## src/rtl/fes_pkg.sv

```systemverilog
// Package: shared types for the FIFO entry stage.
// Assumes: all asynchronous controls are gathered into one record before synchronization.
package fes_pkg;

    typedef struct packed {
        logic mreset_n;
        logic load;
        logic ser_clk;
        logic ser_en_n;
        logic xfer_n;
        logic ser_din;
    } ctl_t;

    localparam int CTL_W = $bits(ctl_t);

    // Idle levels the synchronizer holds in reset: no load, no request, master reset released.
    localparam ctl_t CTL_IDLE = '{mreset_n: 1'b1, load: 1'b0, ser_clk: 1'b0,
                                  ser_en_n: 1'b1, xfer_n: 1'b1, ser_din: 1'b0};

endpackage

```

## src/rtl/fes_sync.sv

```systemverilog
// Module: fes_sync
// Two-flop synchronizer for a vector of asynchronous inputs.
// Assumes: each bit is held long enough that its edges do not need to line up with other bits.
module fes_sync #(
    parameter int                 WIDTH   = 1,
    parameter logic [WIDTH-1:0]   RST_VAL = '0
) (
    input  logic             clk,
    input  logic             rst_n,
    input  logic [WIDTH-1:0] async_in,
    output logic [WIDTH-1:0] sync_out
);

    logic [WIDTH-1:0] meta_q;

    // Two register stages per bit; reset to the idle pattern.
    always_ff @(posedge clk) begin
        if (!rst_n) begin
            meta_q   <= RST_VAL;
            sync_out <= RST_VAL;
        end else begin
            meta_q   <= async_in;
            sync_out <= meta_q;
        end
    end

endmodule

```

## src/rtl/fes_shift_chain.sv

```systemverilog
// Module: fes_shift_chain
// Data stages plus completion stage. A marker placed in the top data stage moves
// down one place per serial shift and sets the completion stage once the word is whole.
// Assumes: shift_en is already gated by the serial enable and the load strobe.
module fes_shift_chain #(
    parameter int DATA_W = 4
) (
    input  logic              clk,
    input  logic              rst_n,
    input  logic              mr_n_s,
    input  logic              load_s,
    input  logic [DATA_W-1:0] din_s,
    input  logic              shift_en,
    input  logic              ser_bit,
    input  logic              reinit,
    output logic [DATA_W-1:0] word,
    output logic              full
);

    localparam logic [DATA_W-1:0] MARK = {1'b1, {(DATA_W-1){1'b0}}};

    logic [DATA_W-1:0] stage_q;
    logic              done_q;
    logic [DATA_W-1:0] shifted;

    // Next value of each stage on a shift: stage i takes stage i+1, the top stage takes the serial bit.
    generate
        for (genvar i = 0; i < DATA_W; i++) begin : g_stage
            if (i == DATA_W - 1) begin : g_top
                assign shifted[i] = ser_bit;
            end else begin : g_mid
                assign shifted[i] = stage_q[i+1];
            end
        end
    endgenerate

    // Stage update in priority order: reset, master reset, parallel load, re-arm, serial shift.
    always_ff @(posedge clk) begin
        if (!rst_n) begin
            stage_q <= MARK;
            done_q  <= 1'b0;
        end else if (!mr_n_s) begin
            stage_q <= MARK;
            done_q  <= 1'b0;
        end else if (load_s) begin
            stage_q <= din_s;
            done_q  <= 1'b1;
        end else if (reinit) begin
            stage_q <= MARK;
            done_q  <= 1'b0;
        end else if (shift_en && !done_q) begin
            stage_q <= shifted;
            done_q  <= stage_q[0];
        end
    end

    assign word = stage_q;
    assign full = done_q;

    // a sampled load always leaves the word complete.
    assert_load_full_R2: assert property (@(posedge clk) disable iff (!rst_n)
        (mr_n_s && load_s) |=> full);

    // a complete word stays complete until it is re-armed or master reset.
    assert_full_hold_R4: assert property (@(posedge clk) disable iff (!rst_n)
        (mr_n_s && full && !reinit) |=> full);

    // further shift requests cannot alter a complete word.
    assert_word_frozen_R4: assert property (@(posedge clk) disable iff (!rst_n)
        (mr_n_s && full && !load_s && !reinit) |=> $stable(word));

endmodule

```

## src/rtl/fes_interlock.sv

```systemverilog
// Module: fes_interlock
// Hand-off control: push decision, request-initialization flag and master latch.
// Assumes: stack_room is synchronous to clk; the other controls come from fes_sync.
module fes_interlock (
    input  logic clk,
    input  logic rst_n,
    input  logic mr_n_s,
    input  logic ser_en_n_s,
    input  logic load_s,
    input  logic xfer_n_s,
    input  logic full,
    input  logic stack_room,
    output logic push,
    output logic reinit,
    output logic is_master
);

    logic req_q;

    assign push   = mr_n_s && !xfer_n_s && full && stack_room && !req_q;
    assign reinit = mr_n_s && req_q && !load_s && (is_master || !ser_en_n_s);

    // Master latch: while master reset is held it follows "serial enable is low".
    always_ff @(posedge clk) begin
        if (!rst_n) begin
            is_master <= 1'b1;
        end else if (!mr_n_s) begin
            is_master <= !ser_en_n_s;
        end
    end

    // Request-initialization flag: set by a push, cleared on re-arm or master reset.
    always_ff @(posedge clk) begin
        if (!rst_n) begin
            req_q <= 1'b0;
        end else if (!mr_n_s) begin
            req_q <= 1'b0;
        end else if (push) begin
            req_q <= 1'b1;
        end else if (reinit) begin
            req_q <= 1'b0;
        end
    end

    // a push is never followed directly by a second one.
    assert_one_push_R7: assert property (@(posedge clk) disable iff (!rst_n)
        push |=> !push);

    // the pending request survives while the load strobe is high.
    assert_req_hold_R7: assert property (@(posedge clk) disable iff (!rst_n)
        (req_q && load_s && mr_n_s) |=> req_q);

    // master reset with the serial enable low makes this slice a master.
    assert_master_set_R8: assert property (@(posedge clk) disable iff (!rst_n)
        (!mr_n_s && !ser_en_n_s) |=> is_master);

    // a slave with its enable high does not re-arm.
    assert_slave_wait_R8: assert property (@(posedge clk) disable iff (!rst_n)
        (!is_master && ser_en_n_s) |-> !reinit);

endmodule

```

## src/rtl/fifo_entry_stage.sv

```systemverilog
// Module: fifo_entry_stage (top)
// Entry stage of a fall-through FIFO slice with serial and parallel loading,
// completion flag, hand-off to the stack and master/slave re-arm interlock.
// Assumes: asynchronous inputs hold each level for three or more clk cycles.
module fifo_entry_stage #(
    parameter int DATA_W = 4
) (
    input  logic              clk,
    input  logic              rst_n,
    input  logic              mreset_n,
    input  logic              load,
    input  logic [DATA_W-1:0] din,
    input  logic              ser_din,
    input  logic              ser_clk,
    input  logic              ser_en_n,
    input  logic              xfer_n,
    input  logic              stack_room,
    output logic              in_full_n,
    output logic              push_valid,
    output logic [DATA_W-1:0] push_word
);

    import fes_pkg::*;

    ctl_t              ctl_raw;
    ctl_t              ctl_s;
    logic [DATA_W-1:0] din_s;
    logic              sclk_prev_q;
    logic              sclk_fall;
    logic              shift_en;
    logic [DATA_W-1:0] word;
    logic              full;
    logic              push;
    logic              reinit;
    logic              is_master;

    assign ctl_raw = '{mreset_n: mreset_n, load: load, ser_clk: ser_clk,
                       ser_en_n: ser_en_n, xfer_n: xfer_n, ser_din: ser_din};

    fes_sync #(.WIDTH(CTL_W), .RST_VAL(CTL_IDLE)) u_sync_ctl (
        .clk      (clk),
        .rst_n    (rst_n),
        .async_in (ctl_raw),
        .sync_out (ctl_s)
    );

    fes_sync #(.WIDTH(DATA_W), .RST_VAL('0)) u_sync_din (
        .clk      (clk),
        .rst_n    (rst_n),
        .async_in (din),
        .sync_out (din_s)
    );

    // Previous synchronized serial clock, for falling-edge detection.
    always_ff @(posedge clk) begin
        if (!rst_n) sclk_prev_q <= 1'b0;
        else        sclk_prev_q <= ctl_s.ser_clk;
    end

    assign sclk_fall = sclk_prev_q && !ctl_s.ser_clk;
    assign shift_en  = sclk_fall && !ctl_s.ser_en_n && !ctl_s.load;

    fes_shift_chain #(.DATA_W(DATA_W)) u_chain (
        .clk      (clk),
        .rst_n    (rst_n),
        .mr_n_s   (ctl_s.mreset_n),
        .load_s   (ctl_s.load),
        .din_s    (din_s),
        .shift_en (shift_en),
        .ser_bit  (ctl_s.ser_din),
        .reinit   (reinit),
        .word     (word),
        .full     (full)
    );

    fes_interlock u_lock (
        .clk        (clk),
        .rst_n      (rst_n),
        .mr_n_s     (ctl_s.mreset_n),
        .ser_en_n_s (ctl_s.ser_en_n),
        .load_s     (ctl_s.load),
        .xfer_n_s   (ctl_s.xfer_n),
        .full       (full),
        .stack_room (stack_room),
        .push       (push),
        .reinit     (reinit),
        .is_master  (is_master)
    );

    // Registered hand-off: one-cycle strobe, word held until the next push.
    always_ff @(posedge clk) begin
        if (!rst_n) begin
            push_valid <= 1'b0;
            push_word  <= '0;
        end else begin
            push_valid <= push;
            if (push) push_word <= word;
        end
    end

    assign in_full_n = !full;

    // no push strobe follows a cycle without stack room.
    assert_no_push_full_R6: assert property (@(posedge clk) disable iff (!rst_n)
        !stack_room |=> !push_valid);

    // master reset never disturbs the word already handed off.
    assert_mr_keep_R9: assert property (@(posedge clk) disable iff (!rst_n)
        !ctl_s.mreset_n |=> $stable(push_word));

    // the push strobe is one cycle wide.
    assert_strobe_pulse_R7: assert property (@(posedge clk) disable iff (!rst_n)
        push_valid |=> !push_valid);

endmodule

```

## config.mk

```make
export PLATFORM = sky130hd
export DESIGN_NAME = fifo_entry_stage
export DESIGN_NICKNAME = d
export VERILOG_FILES = /design/src/rtl/fes_pkg.sv /design/src/rtl/fes_sync.sv /design/src/rtl/fes_shift_chain.sv /design/src/rtl/fes_interlock.sv /design/src/rtl/fifo_entry_stage.sv
export SDC_FILE = /design/constraint.sdc
export NUM_CORES = 1
export LEC_CHECK = 0
export ABC_AREA = 1
export BUFFER_PORTS_ARGS = -buffer_cell sky130_fd_sc_hd__buf_2
export CAP_MARGIN = 10
export CORE_MARGIN = 3
export CORE_UTILIZATION = 52
export DETAILED_ROUTE_END_ITERATION = 6
export PLACE_DENSITY = 0.75
export RECOVER_POWER = 25
export SETUP_SLACK_MARGIN = 0.2
export SLEW_MARGIN = 20
export SYNTH_ARGS = -nofsm -noshare
export SYNTH_HDL_FRONTEND = slang
export SYNTH_SLANG_ARGS = --single-unit
```

## constraint.sdc

```tcl
create_clock -name clk -period 1.3 [get_ports clk]
set_input_delay 0.13 -clock clk [delete_from_list [all_inputs] [get_ports clk]]
set_output_delay 0.13 -clock clk [all_outputs]
set_load 0.005 [all_outputs]
```

; ---- After elaboration in Yosys (flattened, before gate mapping)
; Index checks and enable logic that the tools add are counted.
; Widths: inputs -> output; s select.
[totals]
inputBits = 13
register_bits = 33
[classes]
mux = 8
n_reduce_logical = 21
[ops]
columns = cell, count
row1 = $mux 4, 3
row2 = $logic_and 1x1->1, 11
row3 = $logic_not 1->1, 6
row4 = $mux 1, 5
row5 = $reduce_bool 3->1, 1
row6 = $reduce_and 2->1, 1
row7 = $reduce_bool 2->1, 1
row8 = $logic_or 1x1->1, 1

; ---- Depth between registers and ports, before layout
[logic_depth]
word_depth = 8
mapped_depth = 7

; ---- Cells and area by module
; A second synthesis with hierarchy kept.
[hier_totals]
cells_unflattened = 167
hier_area_um2 = 1232.4
[modules_own_cells]
columns = mod, seq_area_each_um2, cells_each, area_each_um2, instances
row1 = fes_sync at u_sync_ctl, 240.2, 37, 341.6, 1
row2 = fes_shift_chain, 100.1, 50, 289.0, 1
row3 = fifo_entry_stage, 120.1, 36, 252.7, 1
row4 = fes_sync at u_sync_din, 160.2, 25, 225.2, 1
row5 = fes_interlock, 40.0, 19, 123.9, 1

; ---- Worst setup path after synthesis
; OpenSTA, ideal clock, no wires.
[synth_timing]
path_type = register to register
start = register u_sync_ctl.sync_out[4]
end = register u_chain.stage_q[0] (netlist: u_chain.word[0])
period_less_slack_ns = 0.995
n_path_buf = 0
required_ns = 1.184
setup_time_ns = 0.116
stages_incl_launch_ff = 6
arrival_time_ns = 0.879
setup_slack_ns = 0.305
cell_sequence = dfxtp_1 -> nor2_2 -> nand2_2 -> nand3_4 -> o21ai_0 -> nor2_1
[synth_between]
elab_chain_len = 5
elab_cells_between_ends = 8
classes_between = mux: 2 / reduce/logical: 6
[synth_lines]
columns = item, line_no
row1 = "start, declared", fes_sync.sv:11  ; output logic [WIDTH-1:0] sync_out
row2 = "start signal, assigned", fes_sync.sv:23  ; sync_out <= meta_q;
row3 = $logic_not 1->1, "fes_interlock.sv:21, fifo_entry_stage.sv:61"
row4 = $logic_and 1x1->1 (2 in a row), fes_interlock.sv:21  ; assign reinit = mr_n_s && req_q && !load_s && (is_master || !ser_en_n_s);
row5 = $mux 4, fes_shift_chain.sv:48  ; end else if (reinit) begin
row6 = $mux 4, fes_shift_chain.sv:45  ; end else if (load_s) begin
row7 = "end signal, assigned", fes_shift_chain.sv:46  ; stage_q <= din_s;
row8 = "end signal, assigned", fes_shift_chain.sv:52  ; stage_q <= shifted;
row9 = "end, declared", fes_shift_chain.sv:22  ; logic [DATA_W-1:0] stage_q;
; Several ways; a longest one is shown, not always the timed one.
; A chain may end at the register's enable or synchronous reset.

; ---- Final worst setup path
[layout_timing]
start = register u_lock.req_q
end = register u_chain.stage_q[0] (netlist: u_chain.word[0])
[layout_between]
elab_chain_len = 5
elab_cells_between_ends = 6
classes_between = mux: 2 / reduce/logical: 4
[layout_lines]
columns = item, line_no
row1 = "start, declared", fes_interlock.sv:18  ; logic req_q;
row2 = "start signal, assigned", fes_interlock.sv:35  ; req_q <= 1'b0;
row3 = "start signal, assigned", fes_interlock.sv:37  ; req_q <= 1'b0;
row4 = "start signal, assigned", fes_interlock.sv:39  ; req_q <= 1'b1;
row5 = $logic_and 1x1->1 * (3 in a row), fes_interlock.sv:21
row6 = $mux 4, fes_shift_chain.sv:48
row7 = $mux 4, fes_shift_chain.sv:45
; Mark *: on every way between the ends. The rest lies on a longest branch, timed or not.

==> results.yml <==
placement:
  finalWeightedCongestion: 0.883
  place.detailed.hpwl_um: 1290
  worst_setup_slack_after_placement_ps: 174
  placed_cells_incl_taps: 183
  port_buffers: 18
  dpl_cell_area_um2: 1250
setup_path:
  crit_slowest_cell: "dfxtp_2"
  cpLargestDelayFamily: "simple AND/OR/NAND/NOR gates"
  cp.arrival_ps: 1290
  startpoint_type: "register"
  setup.worst_path.class: "reg -> reg"
  cp_num_buf_inv: 1
  path_max_fanout: 5
  path_cells: "nand2_2, nor2_4, nand2_4, nand3_4, inv_2, nor2_1, nor2_1"
  critPathRequiredTime_ps: 1500
  critical_path.most_common_cell: "nor2_1"
  critical_path.max_stage_delay_ps: 370
  end_kind: "register"
finish:
  layout.filler_cells: 156
  nets: 191
  syn2layout_area_growth_pct: 33.4
  design_area_um2: 1500
  utilization_pct: 75.1
  drive_above_1_share_pct: 27.9
  fin_cells: 206
  diodes: 0
die:
  die_height_um: 52.6
  floorplan.die_area_um2: 2760
  std_cell_rows: 16
  ioPinCount: 19
  core_region_area_um2: 2000
  die_width_um: 52.6
  initial_core_util_pct: 56.3
sta:
  setup_viol: 0
  final.setup.worst_slack_ps: 216
  period_minus_slack_ps: 1080
  whs_ps: 124
  maxSlewHeadroom_pct: 83.0
  skew_ps: 13.8
  setup_repair_after_global_routing_missed_its_margin: "yes"
  maxClockFrequency_ghz: 0.923
  totalNegativeSetupSlack_ps: 0
  worst_slew_pin_slew_ps: 254
  report.final.slew_viol_count: 0
  post-route-period-util_pct: 83.4
  final_hold_viol_count: 0
yosys:
  synthesis.area_per_instance_um2: 8.11
  synthMuxAreaShare_pct: 0
  synth.lib_cells_used.distinct: 16
  synth_top_family_by_area: "simple AND/OR/NAND/NOR gates"
  synth_seq_area_share_pct: 58.6
  yosys_warning_count: 0
  synth_nets: 152
  synth_compound_area_share_pct: 5.11
  synth-adder-area-share_pct: 0
  synth_simple_gate_area_share_pct: 26.1
  flip_flop_and_latch_count_after_synthesis: 33
  synthesis.instances: 139
  cell_area_after_synthesis_um2: 1130
  yosys.area_share.xor_xnor_pct: 0
global_routing:
  grt_remaining_overflow: 0
  gr-usage-all-layers_pct: 15.8
  antenna_found_initial: 0
  maximum_number_of_pins_on_one_net_before_global_route_repair: 16
  grt_pass1_wl_um: 3170
  number_of_global_route_vias_before_repair: 810
pwr:
  vdd_ir_drop_max_mv: 0.844
  power_density_nw_per_um2: 1310
  power.leakage_nw: 0.809
  post-layout-total-power_mw: 1.97
clock_tree:
  max-clock-path-buffers: 2
  clk-insertion-delay-late_ps: 310
  register_clock_pin_slew_on_the_reported_worst_setup_and_hold_paths_ps: 100
  tritoncts: "built"
  clock_tree.htree_level_count: 2
  cts_sinks: 33
  clock_tree.root_cell: "clkbuf_4"
  cts_made_buffers: 5
detailed_routing:
  route.antenna.remaining_nets: 0
  drt_pre_antenna_iters: 4
  dr_total_vias: 942
  avgViaCountPerCell: 4.57
  wirelength_um: 2080
  wl_per_cell_um: 10.1
  drt_iter0_drc: 15
  detail_route.drc_violations: 0
min_path:
  holdCritPathClass: "in -> reg"
flow_run:
  max_cap_violations: 0
status:
  result_of_the_run: "finished clean"
-- cell families (layout without fill, tap and decap cells) --
logic type	Yosys count	after routing
AO/OA/AOI/OAI	11	11
AND/OR/NAND/NOR	65	66
buffers and inverters	30	69
flip-flops	33	33
-- synthesized netlist by cell type, drive strengths merged --
library cell	count	share of area, %
nand2	31	11
or2	6	3.3
nand3	7	4.2
buf	2	0.89
inv	28	9.3
a21oi	3	1.3
nor3	1	0.44
dfxtp	33	59
nand4	2	1.1
nor2	18	6.2
o21ai	7	3.1
o211ai	1	0.67
-- sequential cells by signal, indices dropped and copies added (netlist names) --
signal and cells:
u_sync_ctl.meta_q 6, u_sync_ctl.sync_out 6, push_word 4, u_chain.word 4, u_sync_din.meta_q 4, u_sync_din.sync_out 4
push_valid 1, sclk_prev_q 1, u_chain.full 1, u_lock.is_master 1, u_lock.req_q 1
-- cell usage in the layout (no fill, tap or decap), types with 5 or more instances in the layout --
cell type | netlist | layout
buf_4 | 0 | 5
or2_2 | 6 | 6
buf_2 | 2 | 18
clkbuf_4 | 0 | 5
nand2_1 | 29 | 28
inv_1 | 27 | 26
dfxtp_1 | 33 | 30
nor2_1 | 17 | 17
dlygate4sd3_1 | 0 | 10
-- per-layer routing --
layer,routed length (µm),part of all wire [%],track usage [%]
met5,0,0,0
met3,97,4.7,5.13
met2,1110,53,30.2
met4,13,0.63,5.11
met1,855,41,15.9
-- timing repair --
action / 4_1_cts / 5_1_grt
hold buffers: 10 / 0
endpoints found under the setup margin: 7 / 10
endpoints found under the hold margin: 10 / 0
gates resized for setup: 6 / 8
cloned: 0 / 1
pin swaps: 1 / 3
setup buffers: 1 / 3
-- tightest hold or removal path, cell delays in order --
cell and delay, ps:
buf_2 140, o21ai_0 90, nor2_1 40
-- worst paths after layout --
check                             from  cells after the start  slack [ps]                      to
hold / removal                   rst_n                      3         120            push_word[2]
setup / recovery          u_lock.req_q                      7         220         u_chain.word[0]
hold reg to reg   u_sync_ctl.meta_q[2]                      1         410  u_sync_ctl.sync_out[2]
setup reg to reg          u_lock.req_q                      7         220         u_chain.word[0]
-- layout make-up --
cell class              count  area (µm²)  area share (%)
multi-input cells          77         385            25.6
clock buffers               7        55.1            3.66
flip-flops and latches     33         667            44.3
well taps                  27        33.8            2.25
clock inverters             1        30.0            2.00
repair buffers             33         228            15.1
inverters                  28         105            6.99
-- report_power, final --
| part | total (mW) | switching, mW | leakage, nW | internal [mW] |
|---|---|---|---|---|
| Sequential | 1.07 | 0.0196 | 0.272 | 1.05 |
| Clock | 0.766 | 0.307 | 0.0455 | 0.459 |
| Combinational | 0.137 | 0.0654 | 0.491 | 0.0713 |
(Power assumes the default switching activity.)
